--- src/rtl/pstate_pkg.sv ---
package pstate_pkg;
  localparam int RATIO_W = 8;
  localparam int VCODE_W = 6;

  typedef logic [RATIO_W-1:0] ratio_t;
  typedef logic [VCODE_W-1:0] vcode_t;

  typedef struct packed {
    ratio_t ratio;
    vcode_t vcode;
  } opp_t;

  typedef enum logic [1:0] {
    PH_IDLE  = 2'd0,
    PH_VRAMP = 2'd1,
    PH_FLOCK = 2'd2
  } phase_e;

  // identical operating points need no activity
  function automatic logic opp_same(opp_t a, opp_t b);
    return (a.ratio == b.ratio) && (a.vcode == b.vcode);
  endfunction

  // an equal or higher ratio is sequenced voltage-first
  function automatic logic ratio_rises(opp_t from_p, opp_t to_p);
    return to_p.ratio >= from_p.ratio;
  endfunction

  // one code toward the target
  function automatic vcode_t vcode_toward(vcode_t cur, vcode_t tgt);
    return (tgt > cur) ? cur + vcode_t'(1) : cur - vcode_t'(1);
  endfunction
endpackage

--- src/rtl/pstate_req_slot.sv ---
module pstate_req_slot
  import pstate_pkg::*;
(
  input  logic clk,
  input  logic rst_n,
  input  logic capture,
  input  logic take,
  input  opp_t d_opp,
  output logic q_valid,
  output opp_t q_opp
);
  always_ff @(posedge clk or negedge rst_n) begin
    if (!rst_n) begin
      q_valid <= 1'b0;
      q_opp   <= '0;
    end else if (capture) begin
      q_valid <= 1'b1;
      q_opp   <= d_opp;
    end else if (take) begin
      q_valid <= 1'b0;
    end
  end
endmodule

--- src/rtl/pstate_ramp_timer.sv ---
module pstate_ramp_timer #(
  parameter int CNT_W = 8
) (
  input  logic             clk,
  input  logic             rst_n,
  input  logic             run,
  input  logic [CNT_W-1:0] interval,
  input  logic             step_ack,
  output logic             step_fire
);
  logic [CNT_W-1:0] cnt;
  logic [CNT_W-1:0] limit;
  logic             tick;

  assign limit     = (interval == '0) ? '0 : interval - CNT_W'(1);
  assign tick      = (cnt >= limit);
  assign step_fire = run && tick && step_ack;

  always_ff @(posedge clk or negedge rst_n) begin
    if (!rst_n)                  cnt <= '0;
    else if (!run || step_fire)  cnt <= '0;
    else if (!tick)              cnt <= cnt + CNT_W'(1);
  end
endmodule

--- src/rtl/pstate_seq.sv ---
module pstate_seq
  import pstate_pkg::*;
#(
  parameter int RAMP_W      = 8,
  parameter int RESET_RATIO = 8,
  parameter int RESET_VCODE = 16
) (
  input  logic               clk,
  input  logic               rst_n,
  input  logic               req_valid,
  input  logic [RATIO_W-1:0] req_ratio,
  input  logic [VCODE_W-1:0] req_vcode,
  input  logic [RAMP_W-1:0]  ramp_interval,
  input  logic               step_ack,
  input  logic               lock_ack,
  output logic [RATIO_W-1:0] cur_ratio,
  output logic [VCODE_W-1:0] cur_vcode,
  output logic               busy,
  output logic               done
);
  localparam opp_t RESET_OPP = '{ratio: ratio_t'(RESET_RATIO), vcode: vcode_t'(RESET_VCODE)};

  phase_e phase;
  opp_t   cur_q, tgt_q, req_opp, slot_opp, cand;
  logic   up_q, done_q, slot_v, cand_v;

  // named events for the checker
  logic   is_idle, launch, v_at_tgt, ramp_run, ramp_end, in_flock, lock_evt, step_fire;
  vcode_t tgt_vcode;

  assign req_opp   = '{ratio: req_ratio, vcode: req_vcode};
  assign is_idle   = (phase == PH_IDLE);
  assign cand_v    = req_valid || slot_v;
  assign cand      = req_valid ? req_opp : slot_opp;
  assign launch    = is_idle && cand_v;
  assign v_at_tgt  = (cur_q.vcode == tgt_q.vcode);
  assign ramp_run  = (phase == PH_VRAMP) && !v_at_tgt;
  assign ramp_end  = (phase == PH_VRAMP) && v_at_tgt;
  assign in_flock  = (phase == PH_FLOCK);
  assign lock_evt  = in_flock && lock_ack;
  assign tgt_vcode = tgt_q.vcode;

  pstate_req_slot u_slot (
    .clk     (clk),
    .rst_n   (rst_n),
    .capture (req_valid && !is_idle),
    .take    (launch),
    .d_opp   (req_opp),
    .q_valid (slot_v),
    .q_opp   (slot_opp)
  );

  pstate_ramp_timer #(.CNT_W(RAMP_W)) u_ramp (
    .clk       (clk),
    .rst_n     (rst_n),
    .run       (ramp_run),
    .interval  (ramp_interval),
    .step_ack  (step_ack),
    .step_fire (step_fire)
  );

  always_ff @(posedge clk or negedge rst_n) begin
    if (!rst_n) begin
      phase  <= PH_IDLE;
      cur_q  <= RESET_OPP;
      tgt_q  <= RESET_OPP;
      up_q   <= 1'b0;
      done_q <= 1'b0;
    end else begin
      done_q <= 1'b0;
      unique case (phase)
        PH_IDLE: begin
          if (cand_v) begin
            tgt_q <= cand;
            up_q  <= ratio_rises(cur_q, cand);
            if (opp_same(cur_q, cand)) begin
              done_q <= 1'b1;
            end else if (ratio_rises(cur_q, cand)) begin
              phase <= PH_VRAMP;
            end else begin
              phase       <= PH_FLOCK;
              cur_q.ratio <= cand.ratio;
            end
          end
        end
        PH_VRAMP: begin
          if (step_fire) begin
            cur_q.vcode <= vcode_toward(cur_q.vcode, tgt_q.vcode);
          end else if (ramp_end) begin
            if (up_q && (cur_q.ratio != tgt_q.ratio)) begin
              phase       <= PH_FLOCK;
              cur_q.ratio <= tgt_q.ratio;
            end else begin
              phase  <= PH_IDLE;
              done_q <= 1'b1;
            end
          end
        end
        PH_FLOCK: begin
          if (lock_evt) begin
            if (up_q) begin
              phase  <= PH_IDLE;
              done_q <= 1'b1;
            end else begin
              phase <= PH_VRAMP;
            end
          end
        end
        default: phase <= PH_IDLE;
      endcase
    end
  end

  assign cur_ratio = cur_q.ratio;
  assign cur_vcode = cur_q.vcode;
  assign busy      = !is_idle;
  assign done      = done_q;
endmodule

--- config.mk ---
export PLATFORM = sky130hd
export DESIGN_NAME = pstate_seq
export DESIGN_NICKNAME = d
export VERILOG_FILES = /design/src/rtl/pstate_pkg.sv /design/src/rtl/pstate_req_slot.sv /design/src/rtl/pstate_ramp_timer.sv /design/src/rtl/pstate_seq.sv
export SDC_FILE = /design/constraint.sdc
export NUM_CORES = 1
export LEC_CHECK = 0
export BUFFER_PORTS_ARGS = -buffer_cell sky130_fd_sc_hd__buf_2
export CAP_MARGIN = 20
export CORE_ASPECT_RATIO = 1.4
export CORE_MARGIN = 8
export CORE_UTILIZATION = 40
export DETAILED_ROUTE_END_ITERATION = 10
export SETUP_SLACK_MARGIN = 0.5
export SYNTH_ARGS = -nofsm -noshare
export SYNTH_HDL_FRONTEND = slang
export SYNTH_SLANG_ARGS = --single-unit
--- constraint.sdc ---
create_clock -name clk -period 2.9 [get_ports clk]
set_clock_uncertainty 0.05 [all_clocks]
set_input_delay 0.145 -clock clk [delete_from_list [all_inputs] [get_ports clk]]
set_output_delay 0.145 -clock clk [all_outputs]
set_load 0.005 [all_outputs]
### Yosys cells after proc, flatten, opt, wreduce, memory -nomap -nowiden

Index checks and enable logic that the tools add are counted.

* register bits: 55
* bits of input ports: 27
* output and inout port bits: 16

* mux-type cells: 31
* $add $sub $neg: 4
* magnitude comparators: 3
* reductions and logical operators: 22
* equal/unequal tests: 14

Operator list (number)
* 2-to-1 mux 8 bit: 9
* greater-or-equal comparator 8 bit: 2
* case mux 8 bit (2 select lines): 1
* 2-to-1 mux 14 bit: 1
* 2-to-1 mux 2 bit: 7
* equality test 6 bit: 2
* != test 2 bit, second input constant: 6
* 2-to-1 mux 1 bit: 10
* logical AND 1 bit: 9
* adder 8 x 1 -> 8 bit, second input constant: 1
* equality test 8 bit: 1
* zero test 8 bit: 1
* != test 8 bit: 1
* subtractor 8 x 1 -> 8 bit, second input constant: 1
* AND reduction 7 bit: 1
* adder 6 x 1 -> 6 bit, second input constant: 1
* greater-than comparator 6 bit: 1
* 2-to-1 mux 6 bit: 1
* case mux 2 bit (3 select lines): 1
* subtractor 6 x 1 -> 6 bit, second input constant: 1
* AND reduction 5 bit: 1
* != test 2 x 1 -> 1 bit, second input constant: 2
* AND reduction 2 bit: 2
* nonzero test 2 bit: 2
* other kinds (6): 9

### Logic depth before layout (Yosys ltp)

Gate-level depths: netlist (run 1).

* depth after elaboration: 7
* gate-level depth with buffers: 14
* gate-level depth less buffers: 13

### Modules after synthesis

From an unflattened synthesis (run 1), not the netlist that was laid out.

* cells, all modules: 372
* area, all modules: 3628.5 um2

Modules (own cells, without submodules)
* pstate_seq: instances 1, cells each 232, area an instance 2178.3 um2, seq. area each 805.8 um2
* pstate_ramp_timer: instances 1, cells each 107, area an instance 839.6 um2, seq. area each 200.2 um2
* pstate_req_slot: instances 1, cells each 33, area an instance 610.6 um2, seq. area each 375.4 um2

### Worst setup path before layout (run 1)

OpenSTA, ideal clock, no wires.

* path type: reg2reg
* start: register cur_q (netlist bit cur_vcode[4])
* end: register cur_q (netlist bit cur_vcode[5])
* path slack: 0.059 ns
* arrival time: 2.711 ns
* stages on the path, launching flop included: 12
* library setup time: 0.080 ns
* clock period less this slack: 2.841 ns
* path buffers: 0
* path through: dfstp_2 > inv_1 > ha_1 > or3_1 > o211ai_1 > ha_1 > a211oi_1 > o21bai_1 > a21oi_1 > xor2_1 > nor3_1 > xnor2_1

* cells in the longest elaborated chain, start to end: 6
* elaborated cells on any way between the ends: 10

Ends and longest elaborated chain
* start: declaration: RTL line pstate_seq.sv:24 `opp_t cur_q, tgt_q, req_opp, slot_opp, cand;`
* parallel branches: the longest is 6 deep, another holds subtractor 6 x 1 -> 6 bit

Parallel ways; which one is timed is not known.
A chain may end at the register's enable or synchronous reset.

### Worst setup path in the final report (run 1)

Same ends and word-level chain as after synthesis.

==> reports/qor.yml, run 1 <==
num_antenna_cells: 0
die_width_um: 94.4
detailroute.wirelength.met2_um: 4080
fraction_of_synthesized_area_in_multiplexers_pct: 12.8
areaGrowthSynthToFinish_pct: 32.9
yosysMostFrequentCell: "dfrtp_1"
timing.reg2reg.setup_slack_ns: 0.28
synth_area_leaders: "dfrtp_1 (37%), ha_1 (10%), mux2i_1 (7.6%)"
synth-edff-count: 0
worst_ep_arrival_time_ns: 2.75
synth-adder-area-share_pct: 10.8
tritoncts: "yes"
synth_largest_area_cell: "dfrtp_1"
detail_route.wirelength_um: 7660
synth_top_family_by_area: "simple AND/OR/NAND/NOR gates"
worstHoldStart: "req_ratio[1]"
rsz_0062_raised_after_global_routing: "yes"
max_slew.worst_pin.slew_ns: 0.698
timing.critical_path.cells: "inv_2 > ha_4 > or3_1 > o211ai_1 > buf_4 > ha_4 > a211oi_2 > o21bai_1 > a21oi_1 > xor2_1 > nor3_2 > xnor2_1"
met1Wirelength_um: 3200
outcome: "finished clean"
wire_per_inst_um: 14.5
crit_path_max_fanout: 4
multiInputGateArea_um2: 2220
max-clock-path-buffers: 2
final-instance-count-excl-fill: 528
vdd.ir_drop.worst_v: 0.000504
detailedRoute.firstIterationViolations: 56
avgSynthCellArea_um2: 9.89
filler_cell_count: 745
worst-setup-path-type: "flip-flop to flip-flop"
ys_seq_area_share_pct: 40.1
placementRows: 40
first_pass_grt_wire_length_um: 12800
grt_usage_pct: 13.3
maximum_capacitance_violations: 0
clk_pin_slew_ns: 0.07
asyncSetResetFlopFracSynth_pct: 100
slew-limit-headroom_pct: 53.5
final_layout_size_suffix_gt1_share_pct: 36.2
cts_sinks: 55
synth_top_area_share_pct: 37.1
dr_vias: 2635
cp_top_family: "compound AO/OA/AOI/OAI gates"
max_stage_delay_ns: 0.54
synthCells: 348
timing.final.max_slew_violations: 0
cp_num_cells: 12
place_inst: 499
cts_inserted_buffers: 5
fin_crit_sh_pct: 90.3
timing.final.crit_period_ns: 2.62
detail_route.vias_per_cell: 4.99
core_region_area_um2: 8460
drt_first_pass_iters: 4
synth.cell_area_um2: 3440
grt_start_max_net_pins: 38
dieArea_um2: 11900
number_of_cell_instances_on_the_worst_register_to_register_path: 12
grt_pass1_vias: 2748
timing.hold.worst_endpoint: "u_slot.q_opp[7]"
setup_violations: 0
maximum_operating_frequency_mhz: 382
wl_met3_um: 255
reg2reg_from: "cur_vcode[4]"
numPortBuffers: 42
timing.critical_path.mode_cell: "ha_4"
worst_ep_required_time_ns: 3.04
ys_seq_elements: 55
critPathBufInv: 2
synthXorXnorAreaFrac_pct: 6.62
synth.lib_cells_used.distinct: 47
critical-path-slowest-cell: "dfstp_2"
p_per_area_nw_per_um2: 832
detailed_place_hpwl_um: 5780
synth-warning-count: 0
worst_setup_sp_type: "flip-flop"
hold_class: "primary input to flip-flop"
seq_area_um2: 1380
synth_top_cells_by_count: "dfrtp_1 (51), o21ai_0 (31), nand2_1 (29)"
p_leak_nw: 2.08
top_ff_cell_synth: "dfrtp_1"
final_cell_area_um2: 4570
number_of_antenna_violations_at_the_first_check_in_global_routing: 0
gp_weighted_congestion: 0.794
worstHoldPathCells: 2
detail_route.drc_violations: 0
worst_r2r_endpoint: "cur_vcode[5]"
layout.nets: 478
global_route.overflow_total: 0
synth-simple-area-share_pct: 14.1
setup-tns-final_ns: 0
detail-route-antenna-nets: 0
fp.dieH_um: 126
synth_nets: 404
root_buffer: "clkbuf_16"
detailed_place.area_um2: 3930
start_util_pct: 40.7
top_level_ports: 43
ctsHtreeMaxLevel: 2
setup.worst_path.end_class: "flip-flop"
highest_layer: "met4"
clock_insertion_delay_worst_skew_ns: 0.29
timing.final.hold_violations: 0
synth-compound-area-share_pct: 11.0
==> worst max path at each step <==
stage	start	endpoint	slack, ns
after floorplan	cur_vcode[4]	cur_vcode[5]	0.16
after global placement	ramp_interval[1]	u_ramp.cnt[5]	0.09
after detailed placement	ramp_interval[1]	u_ramp.cnt[5]	0.03
after CTS	cur_vcode[4]	cur_vcode[5]	0.27
after global routing	cur_vcode[4]	cur_vcode[5]	0.15
final	cur_vcode[4]	cur_vcode[5]	0.28
==> final cells by class <==
class | instances | share of cell area [%]
clock buffers | 8 | 3.42
inverters | 27 | 2.76
multi-input cells | 255 | 48.5
flip-flops and latches | 55 | 30.2
well taps | 105 | 2.87
repair buffers | 78 | 12.2
==> where the power goes <==
group	total, mW	leakage [nW]	switching [mW]	internal (mW)
clock	0.630	0.0772	0.262	0.368
combinational	1.84	1.34	0.931	0.912
sequential	1.33	0.662	0.235	1.10
total	3.81	2.08	1.43	2.38
==> per-layer routing <==
metal	global-route usage (%)	up-vias
met2	22.9	34
li1	-	1345
met1	15.5	1251
met5	0	-
met4	5.34	0
met3	2.62	5
==> layout by cell type, fill, tap and decap left out, types with 7 or more instances in the layout <==
| cell | Yosys | final |
|---|---|---|
| a21oi_1 | 12 | 9 |
| buf_2 | 4 | 40 |
| buf_4 | 1 | 26 |
| buf_6 | 1 | 7 |
| dfrtp_1 | 51 | 51 |
| ha_1 | 28 | 19 |
| ha_4 | 0 | 9 |
| inv_1 | 27 | 22 |
| mux2_2 | 15 | 14 |
| mux2i_1 | 26 | 24 |
| nand2_1 | 29 | 27 |
| nand2b_1 | 7 | 7 |
| nor2_1 | 22 | 18 |
| o21ai_0 | 31 | 24 |
| xnor2_1 | 20 | 19 |
==> metrics by stage <==
step / util (%) / power [mW] / setup slack (ns) / hold WS [ns]
floorplan: - / 2.51 / 0.163 / -0.201
global placement: 46.5 / 2.96 / 0.0890 / 0.0582
detailed placement: 46.5 / 3.01 / 0.0300 / 0.0691
CTS: 50.9 / 3.74 / 0.269 / 0.0374
global route: 54.1 / 4.15 / 0.152 / 0.0487
finish: 54.1 / 3.81 / 0.282 / 0.0472
==> flip-flops by register name, indices dropped and copies added (netlist names) <==
| name | cells |
|---|---|
| up_q | 1 |
| cur_vcode | 6 |
| u_slot.q_valid | 1 |
| done | 1 |
| u_slot.q_opp | 14 |
| cur_ratio | 8 |
| phase | 2 |
| tgt_q | 8 |
| tgt_vcode | 6 |
| u_ramp.cnt | 8 |
==> repair_timing <==
action	in CTS	in global routing
setup endpoints to repair	19	22
pin swaps	15	29
hold buffers	1	0
buffers inserted	11	8
endpoints found under the hold margin	16	0
cloned	1	0
gates resized for setup	20	41
==> worst reg2reg max path, stage by stage, from the launching register on <==
cell and delay, ns:
dfstp_2 0.54, inv_2 0.05, ha_4 0.15, or3_1 0.32, o211ai_1 0.16, buf_4 0.20, ha_4 0.22, a211oi_2 0.18
o21bai_1 0.10, a21oi_1 0.16, xor2_1 0.20, nor3_2 0.07, xnor2_1 0.12
==> cells by family after synthesis <==
family / count (synthesis)
compound gates: 63
xor+xnor: 26
fa+ha+maj: 29
buf+inv: 38
flops: 55
mux: 42
simple gates: 95
Power figures use the tool's default switching activity.
==> run 2, diff against run 1 <==
BUFFER_PORTS_ARGS = -buffer_cell sky130_fd_sc_hd__buf_4   (was -buffer_cell sky130_fd_sc_hd__buf_2)
CORE_ASPECT_RATIO = unset   (was 1.4)
==> reports/qor.yml, run 2 (synthesis results as in run 1) <==
detail_route.drc_violations: 0  # unchanged
root_buffer: "clkbuf_8"
detailed_place_hpwl_um: 5710  # -1.1%
place_inst: 502  # +0.60%
grt_usage_pct: 13.3  # -0.079 points
layout.core_utilization_pct: 50.9  # -3.2 points
layout.nets: 469  # -1.9%
core_region_area_um2: 8550  # +1.1%
setup_violations: 0  # unchanged
die_width_um: 109  # +15%
cts_inserted_buffers: 5  # unchanged
layout_commonest_cell: "buf_4"
fin_crit_sh_pct: 91.1  # +0.77 points
detail_route.vias_per_cell: 5.00  # +0.19%
report.power.total_mw: 3.69  # -3.0%
maximum_operating_frequency_mhz: 379  # -0.85%
outcome: "finished clean"
timing.hold.worst_endpoint: "u_slot.q_opp[9]"
number_of_antenna_violations_at_the_first_check_in_global_routing: 0  # unchanged
worstHoldStart: "req_ratio[3]"
worst_ep_required_time_ns: 3.06  # +0.02 ns
areaGrowthSynthToFinish_pct: 26.5
dieArea_um2: 11800  # -0.36%
final-instance-count-excl-fill: 522  # -1.1%
reg2reg_from: "cur_vcode[4]"
grt_start_max_net_pins: 56  # +47%
start_util_pct: 40.2  # -0.44 points
detail-route-antenna-nets: 0  # unchanged
timing.reg2reg.setup_slack_ns: 0.26  # -0.02 ns
max_slew.worst_pin.slew_ns: 0.718  # +0.0199 ns
fp.dieH_um: 109  # -14%
grt_pass1_vias: 2562  # -6.8%
hold_class: "primary input to flip-flop"
crit_path_max_fanout: 3  # -1
setup.worst_path.end_class: "flip-flop"
mostFrequentLayoutCells: "buf_4 (66), dfrtp_1 (51), nand2_1 (29)"
num_antenna_cells: 0  # unchanged
number_of_cell_instances_on_the_worst_register_to_register_path: 12  # unchanged
gp_weighted_congestion: 0.779  # -1.9%
clock_insertion_delay_worst_skew_ns: 0.32  # +0.03 ns
worst_case_hold_slack_ns: 0.0199  # -0.0274 ns
drt_first_pass_iters: 4  # unchanged
worst_setup_sp_type: "flip-flop"
detailed_place.area_um2: 4040  # +2.8%
detail_route.wirelength_um: 7580  # -0.97%
pre_cts_worst_setup_slack_ns: -0.0167  # -0.0467 ns
setup-tns-final_ns: 0  # unchanged
slew-limit-headroom_pct: 52.2  # -1.3 points
largest_reg_flops: 14  # unchanged
clk_pin_slew_ns: 0.10  # +0.03 ns
ctsHtreeMaxLevel: 2  # unchanged
cts_sinks: 55  # unchanged
max-clock-path-buffers: 2  # unchanged
detailedRoute.firstIterationViolations: 76  # +36%
worst-setup-path-type: "flip-flop to flip-flop"
largest_register_by_flop_count: "u_slot.q_opp"
final_cell_area_um2: 4350  # -4.8%
top_level_ports: 43  # unchanged
final_layout_size_suffix_gt1_share_pct: 32.1  # -4.0 points
worst_ep_arrival_time_ns: 2.80  # +0.05 ns
wire_per_inst_um: 14.5  # +0.17%
placementRows: 34  # -15%
p_leak_nw: 2.01  # -3.4%
rsz_0062_raised_after_global_routing: "yes"
vdd.ir_drop.worst_v: 0.000343  # -32%
first_pass_grt_wire_length_um: 12500  # -2.2%
worstHoldPathCells: 2  # unchanged
dr_vias: 2610  # -0.95%
p_per_area_nw_per_um2: 849  # +2.0%
timing.final.max_slew_violations: 0  # unchanged
worst_slack_ns: 0.259  # -0.0224 ns
global_route.overflow_total: 0  # unchanged
timing.final.hold_violations: 0  # unchanged
timing.final.crit_period_ns: 2.64  # +0.0224 ns
tritoncts: "yes"
numPortBuffers: 42  # unchanged
worst_r2r_endpoint: "cur_vcode[5]"
maximum_capacitance_violations: 0  # unchanged
[run 2: worst max-delay path by stage]
stage	start	end	slack, ns	cells past startpoint
floorplan	cur_vcode[4]	cur_vcode[5]	0.16	11
global placement	ramp_interval[1]	u_ramp.cnt[7]	0.1	15
detailed placement	ramp_interval[1]	u_ramp.cnt[7]	-0.02	15
CTS	cur_vcode[4]	cur_vcode[5]	0.25	11
global route	cur_vcode[4]	cur_vcode[5]	0.18	12
finish	cur_vcode[4]	cur_vcode[5]	0.26	12
[run 2: final cells by class]
class                           instances  area, um2
Tap cell                              108        135
Timing Repair Buffer                   69        528
Clock inverter                          2       38.8
Fill cell                             817       4200
Sequential cell                        55       1380
Inverter                               27        121
Multi-Input combinational cell        255       2080
Clock buffer                            6       72.6
[run 2: where the power goes]
group / leakage (nW) / internal [mW] / switching, mW / total (mW)
clock: 0.0558 / 0.262 / 0.266 / 0.527
combinational: 1.29 / 0.917 / 0.923 / 1.84
sequential: 0.662 / 1.10 / 0.230 / 1.33
total: 2.01 / 2.27 / 1.42 / 3.69
[run 2: routing by layer]
layer / GRT usage [%] / part of all wire [%]
met5: 0 / 0
met4: 4.40 / 1.3
met3: 2.42 / 3.4
met2: 21.0 / 47
met1: 17.8 / 48
[run 2: what timing repair did]
| item | in CTS | in global routing |
|---|---|---|
| endpoints found under the setup margin | 20 | 21 |
| setup buffers | 10 | 1 |
| gates resized for setup | 7 | 13 |
| pin swaps | 13 | 12 |
| endpoints found under the hold margin | 51 | 0 |
| hold buffers | 1 | 0 |
[run 2: worst max-delay path, cell delays in order, from the launching register on]
cell      delay (ns)
dfstp_2         0.54
inv_2           0.05
ha_4            0.14
or3_1           0.30
o211ai_1        0.31
buf_4           0.21
ha_4            0.21
o21ai_2         0.13
o21bai_1        0.07
a21oi_1         0.16
xor2_1          0.19
nor3_2          0.06
xnor2_1         0.12
